$ cat src/rtl/fpm_pkg.sv
package fpm_pkg;

  typedef struct packed {
    logic rasN;
    logic casN;
    logic weN;
    logic oeN;
    logic selCol;
    logic dqDrive;
    logic capture;
  } fpm_stb_t;

  typedef enum logic [2:0] {
    S_IDLE, S_ROW, S_COL, S_CASHI, S_OPEN, S_PRE, S_REF
  } fpm_state_t;

  function automatic int cycCeil(input int ns, input int clkNs);
    return (ns + clkNs - 1) / clkNs;
  endfunction

  function automatic int maxOf(input int a, input int b);
    return (a > b) ? a : b;
  endfunction

endpackage

$ cat src/rtl/fpm_ctrl.sv
module fpm_ctrl
  import fpm_pkg::*;
#(
  parameter int ROW_W    = 11,
  parameter int N_RCD    = 3,
  parameter int N_CASLO  = 5,
  parameter int N_CP     = 2,
  parameter int N_RP     = 5,
  parameter int LIM_RAS  = 1250,
  parameter int LIM_RASP = 12500
) (
  input  logic             clk,
  input  logic             rstN,
  input  logic             reqValid,
  input  logic             reqWrite,
  input  logic [ROW_W-1:0] reqRow,
  input  logic [ROW_W-1:0] curRow,
  input  logic             refReq,
  output logic             reqReady,
  output logic             accept,
  output logic             refGrant,
  output fpm_stb_t         stb
);
  localparam int MAXD    = maxOf(maxOf(N_RCD, N_CASLO), maxOf(N_CP, N_RP));
  localparam int CW      = $clog2(MAXD + 1) + 1;
  localparam int RCW     = $clog2(LIM_RASP + 1) + 1;
  localparam int GUARD   = N_CASLO + N_CP + 3;
  localparam int CLOSE_R = LIM_RAS - GUARD;
  localparam int CLOSE_P = LIM_RASP - GUARD;

  fpm_state_t state, nxt;
  logic [CW-1:0]  cnt, cntLoad;
  logic [RCW-1:0] rasCnt;
  logic pending, pageHit, isWrite, rowHit, closeNow, rasLowState;

  assign rowHit      = (reqRow == curRow);
  assign rasLowState = (state == S_ROW) || (state == S_COL) ||
                       (state == S_CASHI) || (state == S_OPEN);
  assign closeNow    = rasCnt >= (pageHit ? RCW'(CLOSE_P) : RCW'(CLOSE_R));
  assign reqReady    = !refReq && ((state == S_IDLE) ||
                                   (state == S_OPEN && !closeNow));
  assign accept      = reqValid && reqReady;
  assign refGrant    = (state == S_REF);

  always_comb begin
    nxt = state;
    case (state)
      S_IDLE:  if (refReq) nxt = S_REF;
               else if (reqValid) nxt = S_ROW;
      S_ROW:   if (cnt == '0) nxt = S_COL;
      S_COL:   if (cnt == '0) nxt = S_CASHI;
      S_CASHI: if (cnt == '0) nxt = S_OPEN;
      S_OPEN:  if (refReq || closeNow) nxt = S_PRE;
               else if (reqValid) nxt = rowHit ? S_COL : S_PRE;
      S_PRE:   if (cnt == '0) nxt = pending ? S_ROW : S_IDLE;
      S_REF:   if (!refReq) nxt = S_IDLE;
      default: nxt = S_IDLE;
    endcase
  end

  always_comb begin
    case (nxt)
      S_ROW:   cntLoad = CW'(N_RCD - 1);
      S_COL:   cntLoad = CW'(N_CASLO - 1);
      S_CASHI: cntLoad = CW'(N_CP - 1);
      S_PRE:   cntLoad = CW'(N_RP - 1);
      default: cntLoad = '0;
    endcase
  end

  always_ff @(posedge clk) begin
    if (!rstN) begin
      state   <= S_IDLE;
      cnt     <= '0;
      rasCnt  <= '0;
      pending <= 1'b0;
      pageHit <= 1'b0;
      isWrite <= 1'b0;
    end else begin
      state <= nxt;
      if (nxt != state) cnt <= cntLoad;
      else if (cnt != '0) cnt <= cnt - 1'b1;
      rasCnt <= rasLowState ? rasCnt + 1'b1 : '0;
      if (state == S_OPEN && accept && !rowHit) pending <= 1'b1;
      else if (state == S_PRE && nxt == S_ROW) pending <= 1'b0;
      if (nxt == S_ROW) pageHit <= 1'b0;
      else if (state == S_OPEN && nxt == S_COL) pageHit <= 1'b1;
      if (accept) isWrite <= reqWrite;
    end
  end

  always_comb begin
    stb = '{rasN: 1'b1, casN: 1'b1, weN: 1'b1, oeN: 1'b1,
            selCol: 1'b0, dqDrive: 1'b0, capture: 1'b0};
    case (state)
      S_ROW: stb.rasN = 1'b0;
      S_COL: begin
        stb.rasN    = 1'b0;
        stb.casN    = 1'b0;
        stb.selCol  = 1'b1;
        stb.weN     = !isWrite;
        stb.oeN     = isWrite;
        stb.dqDrive = isWrite;
        stb.capture = !isWrite && (cnt == '0);
      end
      S_CASHI: begin
        stb.rasN   = 1'b0;
        stb.selCol = 1'b1;
      end
      S_OPEN:  stb.rasN = 1'b0;
      default: ;
    endcase
  end

endmodule

$ cat src/rtl/fpm_datapath.sv
module fpm_datapath
  import fpm_pkg::*;
#(
  parameter int ROW_W  = 11,
  parameter int COL_W  = 10,
  parameter int DATA_W = 8,
  parameter int PIN_W  = 11
) (
  input  logic              clk,
  input  logic              rstN,
  input  fpm_stb_t          stb,
  input  logic              accept,
  input  logic [ROW_W-1:0]  reqRow,
  input  logic [COL_W-1:0]  reqCol,
  input  logic [DATA_W-1:0] reqWdata,
  input  logic [DATA_W-1:0] memDqIn,
  output logic [ROW_W-1:0]  curRow,
  output logic              memRasN,
  output logic              memCasN,
  output logic              memWeN,
  output logic              memOeN,
  output logic [PIN_W-1:0]  memAddr,
  output logic [DATA_W-1:0] memDqOut,
  output logic              memDqOe,
  output logic              rspValid,
  output logic [DATA_W-1:0] rspData
);
  logic [COL_W-1:0]  colReg;
  logic [DATA_W-1:0] wdReg;
  logic              capD;

  always_ff @(posedge clk) begin
    if (!rstN) begin
      curRow   <= '0;
      colReg   <= '0;
      wdReg    <= '0;
      memRasN  <= 1'b1;
      memCasN  <= 1'b1;
      memWeN   <= 1'b1;
      memOeN   <= 1'b1;
      memAddr  <= '0;
      memDqOut <= '0;
      memDqOe  <= 1'b0;
      capD     <= 1'b0;
      rspValid <= 1'b0;
      rspData  <= '0;
    end else begin
      if (accept) begin
        curRow <= reqRow;
        colReg <= reqCol;
        wdReg  <= reqWdata;
      end
      memRasN  <= stb.rasN;
      memCasN  <= stb.casN;
      memWeN   <= stb.weN;
      memOeN   <= stb.oeN;
      memAddr  <= stb.selCol ? PIN_W'(colReg) : PIN_W'(curRow);
      memDqOut <= wdReg;
      memDqOe  <= stb.dqDrive;
      capD     <= stb.capture;
      rspValid <= capD;
      if (capD) rspData <= memDqIn;
    end
  end

endmodule

$ cat src/rtl/fpm_dram_ctrl.sv
module fpm_dram_ctrl
  import fpm_pkg::*;
#(
  parameter int ROW_W       = 11,
  parameter int COL_W       = 10,
  parameter int DATA_W      = 8,
  parameter int CLK_NS      = 8,
  parameter int T_RCD_NS    = 20,
  parameter int T_CAS_NS    = 15,
  parameter int T_ACC_NS    = 35,
  parameter int T_OAC_NS    = 15,
  parameter int T_CP_NS     = 10,
  parameter int T_PC_NS     = 40,
  parameter int T_RP_NS     = 40,
  parameter int T_RC_NS     = 110,
  parameter int T_RAS_MAX   = 10000,
  parameter int T_RASP_MAX  = 100000
) (
  input  logic                    clk,
  input  logic                    rstN,
  input  logic                    reqValid,
  output logic                    reqReady,
  input  logic                    reqWrite,
  input  logic [ROW_W+COL_W-1:0]  reqAddr,
  input  logic [DATA_W-1:0]       reqWdata,
  output logic                    rspValid,
  output logic [DATA_W-1:0]       rspData,
  input  logic                    refReq,
  output logic                    refGrant,
  output logic                    memRasN,
  output logic                    memCasN,
  output logic                    memWeN,
  output logic                    memOeN,
  output logic [((ROW_W > COL_W) ? ROW_W : COL_W)-1:0] memAddr,
  output logic [DATA_W-1:0]       memDqOut,
  output logic                    memDqOe,
  input  logic [DATA_W-1:0]       memDqIn
);
  localparam int ADDR_W   = ROW_W + COL_W;
  localparam int PIN_W    = (ROW_W > COL_W) ? ROW_W : COL_W;
  localparam int N_RCD    = cycCeil(T_RCD_NS, CLK_NS);
  localparam int N_CASLO  = maxOf(maxOf(cycCeil(T_CAS_NS, CLK_NS), cycCeil(T_ACC_NS, CLK_NS)),
                                  cycCeil(T_OAC_NS, CLK_NS));
  localparam int N_CP     = maxOf(cycCeil(T_CP_NS, CLK_NS), cycCeil(T_PC_NS, CLK_NS) - N_CASLO);
  localparam int N_RP     = maxOf(cycCeil(T_RP_NS, CLK_NS),
                                  cycCeil(T_RC_NS, CLK_NS) - (N_RCD + N_CASLO + N_CP + 1));
  localparam int LIM_RAS  = T_RAS_MAX / CLK_NS;
  localparam int LIM_RASP = T_RASP_MAX / CLK_NS;

  fpm_stb_t         stb;
  logic             accept;
  logic [ROW_W-1:0] curRow;
  logic [ROW_W-1:0] reqRow;
  logic [COL_W-1:0] reqCol;

  assign reqRow = reqAddr[ADDR_W-1:COL_W];
  assign reqCol = reqAddr[COL_W-1:0];

  fpm_ctrl #(
    .ROW_W(ROW_W), .N_RCD(N_RCD), .N_CASLO(N_CASLO), .N_CP(N_CP),
    .N_RP(N_RP), .LIM_RAS(LIM_RAS), .LIM_RASP(LIM_RASP)
  ) u_ctrl (
    .clk(clk), .rstN(rstN), .reqValid(reqValid), .reqWrite(reqWrite),
    .reqRow(reqRow), .curRow(curRow), .refReq(refReq),
    .reqReady(reqReady), .accept(accept), .refGrant(refGrant), .stb(stb)
  );

  fpm_datapath #(
    .ROW_W(ROW_W), .COL_W(COL_W), .DATA_W(DATA_W), .PIN_W(PIN_W)
  ) u_dp (
    .clk(clk), .rstN(rstN), .stb(stb), .accept(accept),
    .reqRow(reqRow), .reqCol(reqCol), .reqWdata(reqWdata), .memDqIn(memDqIn),
    .curRow(curRow), .memRasN(memRasN), .memCasN(memCasN), .memWeN(memWeN),
    .memOeN(memOeN), .memAddr(memAddr), .memDqOut(memDqOut), .memDqOe(memDqOe),
    .rspValid(rspValid), .rspData(rspData)
  );

endmodule

$ cat config.mk
export PLATFORM = sky130hd
export DESIGN_NAME = fpm_dram_ctrl
export DESIGN_NICKNAME = d
export VERILOG_FILES = /design/src/rtl/fpm_pkg.sv /design/src/rtl/fpm_ctrl.sv /design/src/rtl/fpm_datapath.sv /design/src/rtl/fpm_dram_ctrl.sv
export SDC_FILE = /design/constraint.sdc
export NUM_CORES = 1
export LEC_CHECK = 0
export BUFFER_PORTS_ARGS = -buffer_cell sky130_fd_sc_hd__buf_2
export CORE_MARGIN = 10
export CORE_UTILIZATION = 54
export CTS_CLUSTER_SIZE = 24
export DETAILED_ROUTE_END_ITERATION = 12
export PLACE_DENSITY = 0.79
export SLEW_MARGIN = 20
export SYNTH_ARGS = -nofsm -noshare
export SYNTH_HDL_FRONTEND = slang
export SYNTH_SLANG_ARGS = --single-unit
$ cat constraint.sdc
create_clock -name clk -period 3.6 [get_ports clk]
set_input_delay 0 -clock clk [delete_from_list [all_inputs] [get_ports clk]]
set_output_delay 0 -clock clk [all_outputs]
set_load 0.005 [all_outputs]
==> flow_summary_export.csv <==
group,metric,value,unit
outcome,outcome,"finished, final reports clean",
cells_and_area,diodes,0,
logic_synthesis,yosysSeqAreaShare,0.4686,
logic_synthesis,ys_ff_latch,88,
sta,final.period_utilization,0.9403,
worst_hold_path,min_to,"u_ctrl.state[1]",
critical_path,criticalPathCategory,"flop to flop",
power_and_ir_drop,p_per_area,549.4,nW/um^2
floorplan,io_pins,77,
critical_path,crit_chain,"inv_1 > ha_1 > and4bb_1 > o21a_1 > a2111oi_4 > nand2_2 > a2111o_2 > nand2_1 > a21boi_1 > dlygate4sd3_1",
detailed_routing,wirelength,9008,microns
flow_run,drv_cap,0,
grt,globalRouteTotalUtil,0.1761,
sta,slew_violations,0,
worst_hold_path,min_delay_path_depth,5,
grt,grt_pass1_vias,3309,
floorplan,die_y,103.4,microns
logic_synthesis,netlist_area,3760,sq um
power_and_ir_drop,ir_drop,0.3637,mV
worst_hold_path,hold_class,"input port to flop",
logic_synthesis,syn_inst,429,
detailed_routing,viasPerCell,5.144,
critical_path,required,3.85,ns
placed_design,place_ws,0.6096,ns
critical_path,rr_startpoint,"u_ctrl.pageHit",
floorplan,dieWidth,103.4,microns
placed_design,io_buffers,76,
sta,setup_viol,0,
sta,worst_slew_pin_slew,0.8047,ns
floorplan,dieArea,10700,sq um
power_and_ir_drop,p_total,2.628,mW
grt,grt_max_degree,61,
critical_path,cpMaxStageDelayCell,"a2111o_2",
placed_design,gp_congestion,0.7875,
critical_path,critPathLaunchType,"flop",
cells_and_area,n_fill_cell,514,
logic_synthesis,synth_edf_count,0,
floorplan,core_area,6794,sq um
logic_synthesis,syn_avg_cell_area,8.764,sq um
cells_and_area,drive_above_1_share,0.1808,
clocking,clk_latency,0.36,ns
critical_path,crit_buf_inv,2,
critical_path,cp-end-kind,"flop",
critical_path,worstPathArrival,3.63,ns
clocking,htree_levels,3,
detailed_routing,drc_errors,0,
sta,max_slew_margin,0.4624,
sta,max_clock_freq,0.2954,GHz
floorplan,rows,30,
clocking,clk_pin_slew,0.09,ns
logic_synthesis,synthFlopType,"dfxtp_1",
clocking,cts_buffers,9,
worst_hold_path,hp-start,"refReq",
clocking,clockBufferDepth,2,
grt,antenna_found_initial,0,
power_and_ir_drop,p_leak,1.954,nW
sta,final_hold_viol_count,0,
critical_path,path_max_fanout,30,
critical_path,reg2regPathDepth,10,
placed_design,dp_hpwl,6123,microns
detailed_routing,wl_per_cell,14.12,microns
grt,grt_pass1_wl,15190,microns
critical_path,regToRegSetupSlack,0.22,ns
grt,overflow,0,
cells_and_area,synthToLayoutAreaGrowth,27.22,%
logic_synthesis,async_reset_ff_frac,0,
critical_path,critical-path-top-delay-family,"compound AO/OA/AOI/OAI gates",
cells_and_area,final_nets,586,
critical_path,cpPeakStageDelay,0.72,ns
sta,finalWorstSetupSlack,0.2151,ns
logic_synthesis,ys_types,46,
detailed_routing,ant_nets,0,
detailed_routing,dr_total_vias,3282,
clocking,post_cts_buffers,0,
critical_path,rr_endpoint,"u_dp.wdReg[4]",
floorplan,start_util,0.5534,
detailed_routing,drt-pass1-iter-count,4,
detailed_routing,initialDrtViolationCount,160,
sta,clock_skew,0.01173,ns
clocking,cts_sinks,88,
logic_synthesis,ys.warnings.count,0,
clocking,clockRootBuffer,"clkbuf_8",
sta,rsz0062_at_grt,"false",
clocking,cts_tree,"built",
sta,tns,0,ns
logic_synthesis,synth_nets,478,
sta,period_needed,3.385,ns
[cells in the mapped netlist, types with 4 or more instances]
library cell  instances  area share
a21boi_0             12       0.024
a21boi_1             30       0.060
a21oi_1               6      0.0080
and2_1               16       0.027
and3_1                4      0.0067
clkbuf_1             18       0.018
dfxtp_1              88        0.47
ha_1                  7       0.023
inv_1                11       0.011
mux2i_1              10       0.027
nand2_1              93       0.093
nand2b_1              4      0.0067
nand3_1               9       0.012
nand4_1               4      0.0067
nor2_1               30       0.030
nor2b_1              10       0.017
o21a_1                4      0.0080
o21ai_0               9       0.012
or3_1                 4      0.0067
xnor2_1               6       0.014
xor2_1               19       0.044
[per-stage QoR]
stage	util	instances	hold slack (ns)	cell area, sq um
after floorplan	-	429	0.1348	3760
after global placement	0.6184	581	0.2393	4202
after detailed placement	0.6184	581	0.2462	4202
after CTS	0.7039	638	0.1602	4782
after global routing	0.7041	638	0.2345	4783
final	0.7041	638	0.1762	4783
[what timing repair did]
action / CTS / global route
hold buffers: 41 / 0
endpoints found under the setup margin: 0 / 2
resized for setup: 0 / 1
hold endpoints to repair: 43 / 0
[worst min-delay path: cells and delay by family]
| family | cells | cell delay (ns) |
|---|---|---|
| AND/OR/NAND/NOR | 2 | 0.18 |
| buffers and inverters | 2 | 0.23 |
| AO/OA/AOI/OAI | 1 | 0.06 |
[where the power goes]
group          leakage, nW  switching, mW  total [mW]  internal [mW]
Combinational         1.16          0.442       0.789          0.347
Sequential           0.714          0.137        1.22           1.09
Clock               0.0831          0.362       0.616          0.254
Total                 1.95          0.941        2.63           1.69
[area by class of cell]
class                      instances  area [sq um]  area share
clock buffer                      10         127.6     0.02668
clock inverter                     6         42.54    0.008894
inverter                          11         41.29    0.008632
multi-input combinational        308          1884      0.3939
sequential                        88          1762      0.3683
tap                               96         120.1     0.02511
timing repair buffer             119         805.8      0.1685
[placed cells by master, fill, tap and decap left out, drive strengths merged, types with 2 or more instances in the layout]
master	n
a21oi	6
nor3	3
or3	4
o21a	4
o21ai	9
nor3b	4
buf	78
xor2	19
nand2	94
and2	16
mux2i	10
clkinvlp	2
and3	4
dfxtp	88
a21o	2
inv	13
nand3	9
clkinv	2
nor4	3
a21boi	42
a2111oi	3
ha	7
nor2	30
clkbuf	10
nand4	4
xnor2	6
o2bb2ai	2
nand2b	4
dlygate4sd3	41
nor2b	10
[flip-flops by register name (all words and copies together) (netlist names), 3 cells and up]
name,count
u_dp.memAddr,11
u_dp.curRow,11
u_ctrl.cnt,4
u_dp.memDqOut,8
u_ctrl.state,3
u_dp.wdReg,8
u_dp.rspData,8
u_dp.colReg,10
u_ctrl.rasCnt,15
[routing by layer]
metal,vias to the layer above,routed length (microns),track usage
met2,81,4528,0.2978
met5,-,0,0
met3,18,514,0.04917
li1,1644,-,-
met4,0,161,0.07807
met1,1539,3804,0.2032
[worst max path at each step]
stage | from | to | slack (ns) | cells after the start
global route | u_ctrl.pageHit | u_dp.wdReg[4] | 0.02 | 11
global placement | u_ctrl.pageHit | u_ctrl.isWrite | 0.71 | 9
CTS | u_ctrl.pageHit | u_dp.wdReg[4] | 0.08 | 10
detailed placement | u_ctrl.pageHit | u_dp.wdReg[0] | 0.61 | 9
floorplan | u_ctrl.pageHit | u_ctrl.cnt[2] | 0.99 | 9
finish | u_ctrl.pageHit | u_dp.wdReg[4] | 0.22 | 10
[logic make-up (layout without fill, tap and decap cells)]
group / count (synthesis) / count (layout) / synth area share
adder cells (fa/ha/maj): 7 / 7 / 0.02329
flip-flops: 88 / 88 / 0.4686
XOR/XNOR: 25 / 25 / 0.05824
AO/OA/AOI/OAI: 77 / 77 / 0.1551
multiplexers: 10 / 10 / 0.02662
buffers and inverters: 33 / 146 / 0.03394
AND/OR/NAND/NOR: 189 / 189 / 0.2343
(Power assumes the default switching activity.)
